===== src/rtl/irqc_pkg.sv =====
package irqc_pkg;
    localparam int NUM_TRAP = 5;
    localparam int NUM_HARD = 2;
    localparam int LVL_W    = 4;
    localparam int TOP_LVL  = 14;

    // Trap t sits at a fixed level, highest first.
    function automatic logic [LVL_W-1:0] trap_level(input int t);
        return LVL_W'(TOP_LVL - t);
    endfunction
endpackage


===== src/rtl/irqc_src_bank.sv =====
module irqc_src_bank #(
    parameter int NUM_SRC = 8,
    parameter int PRIO_W  = 3,
    localparam int IDX_W  = $clog2(NUM_SRC)
) (
    input  logic                            clk,
    input  logic                            rst_n,
    input  logic [NUM_SRC-1:0]              evt,
    input  logic                            cfg_we,
    input  logic [IDX_W-1:0]                cfg_idx,
    input  logic                            cfg_enable,
    input  logic [PRIO_W-1:0]               cfg_prio,
    input  logic                            clr_we,
    input  logic [IDX_W-1:0]                clr_idx,
    output logic [NUM_SRC-1:0]              pend,
    output logic [NUM_SRC-1:0]              enable,
    output logic [NUM_SRC-1:0][PRIO_W-1:0]  prio
);
    typedef struct packed {
        logic [NUM_SRC-1:0]             pend;
        logic [NUM_SRC-1:0]             en;
        logic [NUM_SRC-1:0][PRIO_W-1:0] prio;
    } bank_t;

    bank_t bank_d, bank_q;

    always_comb begin
        bank_d = bank_q;
        if (cfg_we) begin
            bank_d.en[cfg_idx]   = cfg_enable;
            bank_d.prio[cfg_idx] = cfg_prio;
        end
        if (clr_we) begin
            bank_d.pend[clr_idx] = 1'b0;
        end
        // An event wins over a clear in the same cycle.
        bank_d.pend = bank_d.pend | evt;
    end

    always_ff @(posedge clk) begin
        if (!rst_n) begin
            bank_q <= '0;
        end else begin
            bank_q <= bank_d;
        end
    end

    assign pend   = bank_q.pend;
    assign enable = bank_q.en;
    assign prio   = bank_q.prio;
endmodule


===== src/rtl/irqc_arbiter.sv =====
module irqc_arbiter #(
    parameter int NUM_VEC = 13,
    parameter int VEC_W   = 4,
    parameter int LVL_W   = 4
) (
    input  logic [NUM_VEC-1:0]             cand_valid,
    input  logic [NUM_VEC-1:0][LVL_W-1:0]  cand_level,
    output logic                           win_valid,
    output logic [VEC_W-1:0]               win_vec,
    output logic [LVL_W-1:0]               win_level
);
    // Scan from the highest vector down; ">=" lets a lower vector take a tie.
    always_comb begin
        win_valid = 1'b0;
        win_vec   = '0;
        win_level = '0;
        for (int i = NUM_VEC - 1; i >= 0; i--) begin
            if (cand_valid[i] && (!win_valid || cand_level[i] >= win_level)) begin
                win_valid = 1'b1;
                win_vec   = VEC_W'(i);
                win_level = cand_level[i];
            end
        end
    end
endmodule


===== src/rtl/irqc_level_stack.sv =====
module irqc_level_stack #(
    parameter int DEPTH = 16,
    parameter int LVL_W = 4,
    localparam int CNT_W = $clog2(DEPTH + 1),
    localparam int PTR_W = $clog2(DEPTH)
) (
    input  logic              clk,
    input  logic              rst_n,
    input  logic              push,
    input  logic [LVL_W-1:0]  new_level,
    input  logic              pop,
    output logic [LVL_W-1:0]  run_level,
    output logic [CNT_W-1:0]  count
);
    typedef struct packed {
        logic [DEPTH-1:0][LVL_W-1:0] mem;
        logic [CNT_W-1:0]            cnt;
        logic [LVL_W-1:0]            run;
    } stk_t;

    stk_t stk_d, stk_q;

    always_comb begin
        stk_d = stk_q;
        if (pop) begin
            if (stk_q.cnt != '0) begin
                stk_d.run = stk_q.mem[PTR_W'(stk_q.cnt - 1'b1)];
                stk_d.cnt = stk_q.cnt - 1'b1;
            end
        end else if (push && stk_q.cnt != CNT_W'(DEPTH)) begin
            stk_d.mem[PTR_W'(stk_q.cnt)] = stk_q.run;
            stk_d.run                    = new_level;
            stk_d.cnt                    = stk_q.cnt + 1'b1;
        end
    end

    always_ff @(posedge clk) begin
        if (!rst_n) begin
            stk_q <= '0;
        end else begin
            stk_q <= stk_d;
        end
    end

    assign run_level = stk_q.run;
    assign count     = stk_q.cnt;
endmodule


===== src/rtl/prio_irq_ctrl.sv =====
module prio_irq_ctrl
    import irqc_pkg::*;
#(
    parameter int NUM_SRC     = 8,
    parameter int PRIO_W      = 3,
    parameter int STACK_DEPTH = 16,
    localparam int IDX_W   = $clog2(NUM_SRC),
    localparam int NUM_VEC = NUM_TRAP + NUM_SRC,
    localparam int VEC_W   = $clog2(NUM_VEC),
    localparam int CNT_W   = $clog2(STACK_DEPTH + 1)
) (
    input  logic                 clk,
    input  logic                 rst_n,
    input  logic [NUM_SRC-1:0]   src_evt,
    input  logic [NUM_TRAP-1:0]  trap_evt,
    input  logic                 cfg_we,
    input  logic [IDX_W-1:0]     cfg_idx,
    input  logic                 cfg_enable,
    input  logic [PRIO_W-1:0]    cfg_prio,
    input  logic                 clr_we,
    input  logic [IDX_W-1:0]     clr_idx,
    input  logic                 ack,
    input  logic                 ret,
    output logic                 req_valid,
    output logic [VEC_W-1:0]     req_vector,
    output logic [LVL_W-1:0]     req_level,
    output logic [LVL_W-1:0]     run_level,
    output logic                 halt,
    output logic [NUM_SRC-1:0]   pend_flags
);
    typedef struct packed {
        logic [NUM_TRAP-1:0] flags;
    } trap_t;

    trap_t trap_d, trap_q;

    logic [NUM_SRC-1:0]             src_en;
    logic [NUM_SRC-1:0][PRIO_W-1:0] src_prio;
    logic [NUM_VEC-1:0]             cand_valid;
    logic [NUM_VEC-1:0][LVL_W-1:0]  cand_level;
    logic                           win_valid;
    logic [VEC_W-1:0]               win_vec;
    logic [LVL_W-1:0]               win_level;
    logic                           take;
    logic [CNT_W-1:0]               stk_cnt;

    irqc_src_bank #(.NUM_SRC(NUM_SRC), .PRIO_W(PRIO_W)) u_bank (
        .clk        (clk),
        .rst_n      (rst_n),
        .evt        (src_evt),
        .cfg_we     (cfg_we),
        .cfg_idx    (cfg_idx),
        .cfg_enable (cfg_enable),
        .cfg_prio   (cfg_prio),
        .clr_we     (clr_we),
        .clr_idx    (clr_idx),
        .pend       (pend_flags),
        .enable     (src_en),
        .prio       (src_prio)
    );

    // Candidate list: traps occupy the low vectors, sources follow.
    for (genvar t = 0; t < NUM_TRAP; t++) begin : g_trap_cand
        assign cand_valid[t] = trap_q.flags[t];
        assign cand_level[t] = trap_level(t);
    end
    for (genvar s = 0; s < NUM_SRC; s++) begin : g_src_cand
        assign cand_valid[NUM_TRAP+s] = pend_flags[s] && src_en[s] && (src_prio[s] != '0);
        assign cand_level[NUM_TRAP+s] = LVL_W'(src_prio[s]);
    end

    irqc_arbiter #(.NUM_VEC(NUM_VEC), .VEC_W(VEC_W), .LVL_W(LVL_W)) u_arb (
        .cand_valid (cand_valid),
        .cand_level (cand_level),
        .win_valid  (win_valid),
        .win_vec    (win_vec),
        .win_level  (win_level)
    );

    assign req_valid  = win_valid && (win_level > run_level);
    assign req_vector = win_vec;
    assign req_level  = win_level;
    assign take       = ack && req_valid && !ret;

    irqc_level_stack #(.DEPTH(STACK_DEPTH), .LVL_W(LVL_W)) u_stack (
        .clk       (clk),
        .rst_n     (rst_n),
        .push      (take),
        .new_level (win_level),
        .pop       (ret),
        .run_level (run_level),
        .count     (stk_cnt)
    );

    always_comb begin
        trap_d = trap_q;
        for (int t = 0; t < NUM_TRAP; t++) begin
            if (take && win_vec == VEC_W'(t)) begin
                trap_d.flags[t] = 1'b0;
            end
        end
        trap_d.flags = trap_d.flags | trap_evt;
    end

    always_ff @(posedge clk) begin
        if (!rst_n) begin
            trap_q <= '0;
        end else begin
            trap_q <= trap_d;
        end
    end

    assign halt = |trap_q.flags[NUM_HARD-1:0];
endmodule


===== config.mk =====
export PLATFORM = sky130hd
export DESIGN_NAME = prio_irq_ctrl
export DESIGN_NICKNAME = d
export VERILOG_FILES = /design/src/rtl/irqc_pkg.sv /design/src/rtl/irqc_src_bank.sv /design/src/rtl/irqc_arbiter.sv /design/src/rtl/irqc_level_stack.sv /design/src/rtl/prio_irq_ctrl.sv
export SDC_FILE = /design/constraint.sdc
export NUM_CORES = 1
export LEC_CHECK = 0
export BUFFER_PORTS_ARGS = -buffer_cell sky130_fd_sc_hd__buf_4
export CORE_MARGIN = 1.5
export CORE_UTILIZATION = 66
export DETAILED_ROUTE_END_ITERATION = 8
export PLACE_DENSITY = 0.86
export SYNTH_ARGS = -nofsm -noshare
export SYNTH_HDL_FRONTEND = slang
export SYNTH_SLANG_ARGS = --single-unit

===== constraint.sdc =====
create_clock -name clk -period 20.1 [get_ports clk]
set_clock_uncertainty 0.15 [all_clocks]
set_input_delay 3.015 -clock clk [delete_from_list [all_inputs] [get_ports clk]]
set_output_delay 3.015 -clock clk [all_outputs]
set_load 0.02 [all_outputs]

==> metrics.csv <==
metric,value,unit
status,"complete, no violations",
cp-start-kind,flop,
initialDrtViolationCount,362,
combPwrFrac,0.237,
ioPinCount,51,
cts-buffers-inserted,17,
detail_route.drc_violations,0,
required,16940,ps
grt-ovfl-total,0,
synth_top_area_share,0.336,
cts.clk_slew.worst_paths,60,ps
ant_nets,0,
post_cts_buffers,0,
max-slew-margin-rel,0.328,
rsz0062_at_grt,no,
reg2regPathDepth,56,
synthCells,715,
wl_per_cell,18.7,um
clk_latency,530,ps
num_rows,37,
setup_viol,0,
clkPwrFrac,0.395,
start_util,0.682,
layout-drive-gt1-share,0.187,
synth_edf_count,0,
cts_num_sinks,118,
portBuffers,50,
fmax,63.5,MHz
synthArstFlopShare,0,
hold_depth,2,
syn_to_final_growth,13.5,%
cp-end-kind,output pin,
synth-warning-count,0,
yosys_register_bits,118,
fin_tns_setup,0,ps
power_density,94.9,mW/mm^2
synth_top_cells_by_area,"dfxtp_1 34%, mux2i_1 14%, nor2b_1 10%",
path_class,flop to output pin,
finalCritPeriodShare,0.784,
grt_max_degree,119,
htree_levels,4,
fp.coreArea,0.0103,mm^2
crit_slowest_cell,o41ai_1,
syn_nets,774,
cts_hold_buffers,0,
crit_top_cell,ha_1,
p_total,0.759,mW
grt_pass1_vias,5421,
dr.pass1.iters,5,
hpwl,11.6,mm
root_buffer,clkbuf_8,
finalCriticalPeriod,15760,ps
nets,801,
gr-usage-all-layers,0.311,
ys_top_cells_by_count,"118 x dfxtp_1, 116 x nor2b_1, 101 x mux2i_1, 34 x clkbuf_1, 30 x ha_1",
die-width,106,um
synth_area,0.00704,mm^2
pwr-share-seq,0.369,
max_cap_viol_count,0,
yosysTopAreaCell,dfxtp_1,
max_stage_delay,620,ps
clockBufferDepth,2,
drt_wl_total,16.6,mm
dieArea,0.0113,mm^2
hold_viol,0,
antenna_found_initial,0,
cp_max_fo,9,
ys_seq_area_frac,0.336,
vias,5408,
cts_resized,0,
peakVddDrop,0.0788,mV
switching_share,0.321,
synthMostInstantiatedCell,dfxtp_1,
viasPerCell,6.07,
yosysUniqueCellTypes,72,
drv_slew,0,
gp_congestion,0.891,
tightest_slew,1000,ps
die_y,106,um
crit_arrival,12590,ps
power.leakage,3.60,nW
num_antenna_cells,0,
switchingPower,0.243,mW
grt_pass1_wl,27.4,mm
ys.flop_type,dfxtp_1,
worstHoldPathType,flop to flop,
tritoncts,yes,
p_int,0.515,mW
syn_avg_cell_area,9.84,um^2
-- state kept, by name (all words and copies together) (netlist names) --
register	count
trap_q	5
u_bank.enable	8
u_bank.pend	8
u_bank.prio	24
u_stack.count	5
u_stack.run_level	4
u_stack.stk_q	64
-- cells by family (layout without fill, tap and decap cells) --
family | Yosys count | in the layout | synth area share
adder cells (fa/ha/maj) | 30 | 30 | 0.0533
flip-flops | 118 | 118 | 0.336
AO/OA/AOI/OAI | 122 | 122 | 0.134
AND/OR/NAND/NOR | 249 | 249 | 0.225
multiplexers | 122 | 122 | 0.204
XOR/XNOR | 6 | 6 | 0.00747
buffers and inverters | 68 | 108 | 0.0398
-- metrics by stage --
stage               hold WS (ps)  instance area, um^2  cells  setup WS (ps)   util
finish                       368                 7990    891           4340  0.774
global route                 395                 7990    891           3420  0.774
CTS                          369                 7990    891           4500  0.774
detailed placement           351                 7400    859           5280  0.717
global placement             343                 7400    859           5740  0.717
floorplan                    324                 7040    715           6320      -
-- per-layer routing --
layer,part of all wire,global-route usage,wire [um]
met2,0.48,0.512,7930
met4,0.015,0.107,245
met5,0,0,0
met1,0.47,0.411,7780
met3,0.040,0.0552,666
-- final cells by class --
| type | instances | area [um^2] |
|---|---|---|
| clock buffers | 25 | 494 |
| clock inverters | 7 | 92.6 |
| fillers | 699 | 2330 |
| inverters | 25 | 93.8 |
| multi-input cells | 529 | 4390 |
| flip-flops and latches | 118 | 2360 |
| well taps | 136 | 170 |
| repair buffers | 51 | 383 |
-- critical path: cells and delay by family (launching register included) --
family	cells	cell delay (ps)
compound gates	26	6110
buf+inv	3	280
fa+ha+maj	8	2120
flops	1	470
simple gates	16	3050
-- cell usage in the layout, fill, tap and decap left out, types with 6 or more instances in the layout --
master / netlist / routed
a21oi_1: 25 / 25
mux4_2: 17 / 17
nor2b_1: 116 / 116
nand2_1: 27 / 27
clkbuf_16: 0 / 16
a31oi_1: 6 / 6
nor3_1: 14 / 14
a21o_1: 11 / 11
nand3_1: 8 / 8
nand2_4: 11 / 11
o21ai_0: 16 / 16
clkbuf_8: 0 / 6
nand4_1: 6 / 6
and3_1: 6 / 6
ha_1: 30 / 30
buf_4: 4 / 51
nand2b_1: 9 / 9
o21a_1: 7 / 7
o311a_1: 6 / 6
inv_1: 25 / 25
dfxtp_1: 118 / 118
nor2_1: 16 / 16
mux2i_1: 101 / 101
-- power groups by stage --
stage | combinational (mW) | sequential [mW] | clock [mW]
after global placement | 0.172 | 0.282 | 0
after detailed placement | 0.178 | 0.284 | 0
after CTS | 0.180 | 0.279 | 0.301
after global routing | 0.195 | 0.283 | 0.313
final | 0.180 | 0.280 | 0.299
after floorplan | 0.162 | 0.260 | 0
-- final timing paths --
kind / startpoint / to / slack [ps]
max: u_bank.pend[7] / req_valid / 4340
min: u_stack.stk_q[12] / u_stack.stk_q[12] / 370
max reg2reg: u_bank.pend[7] / u_stack.stk_q[72] / 7100
min reg2reg: u_stack.stk_q[12] / u_stack.stk_q[12] / 370
(Power assumes the default switching activity.)
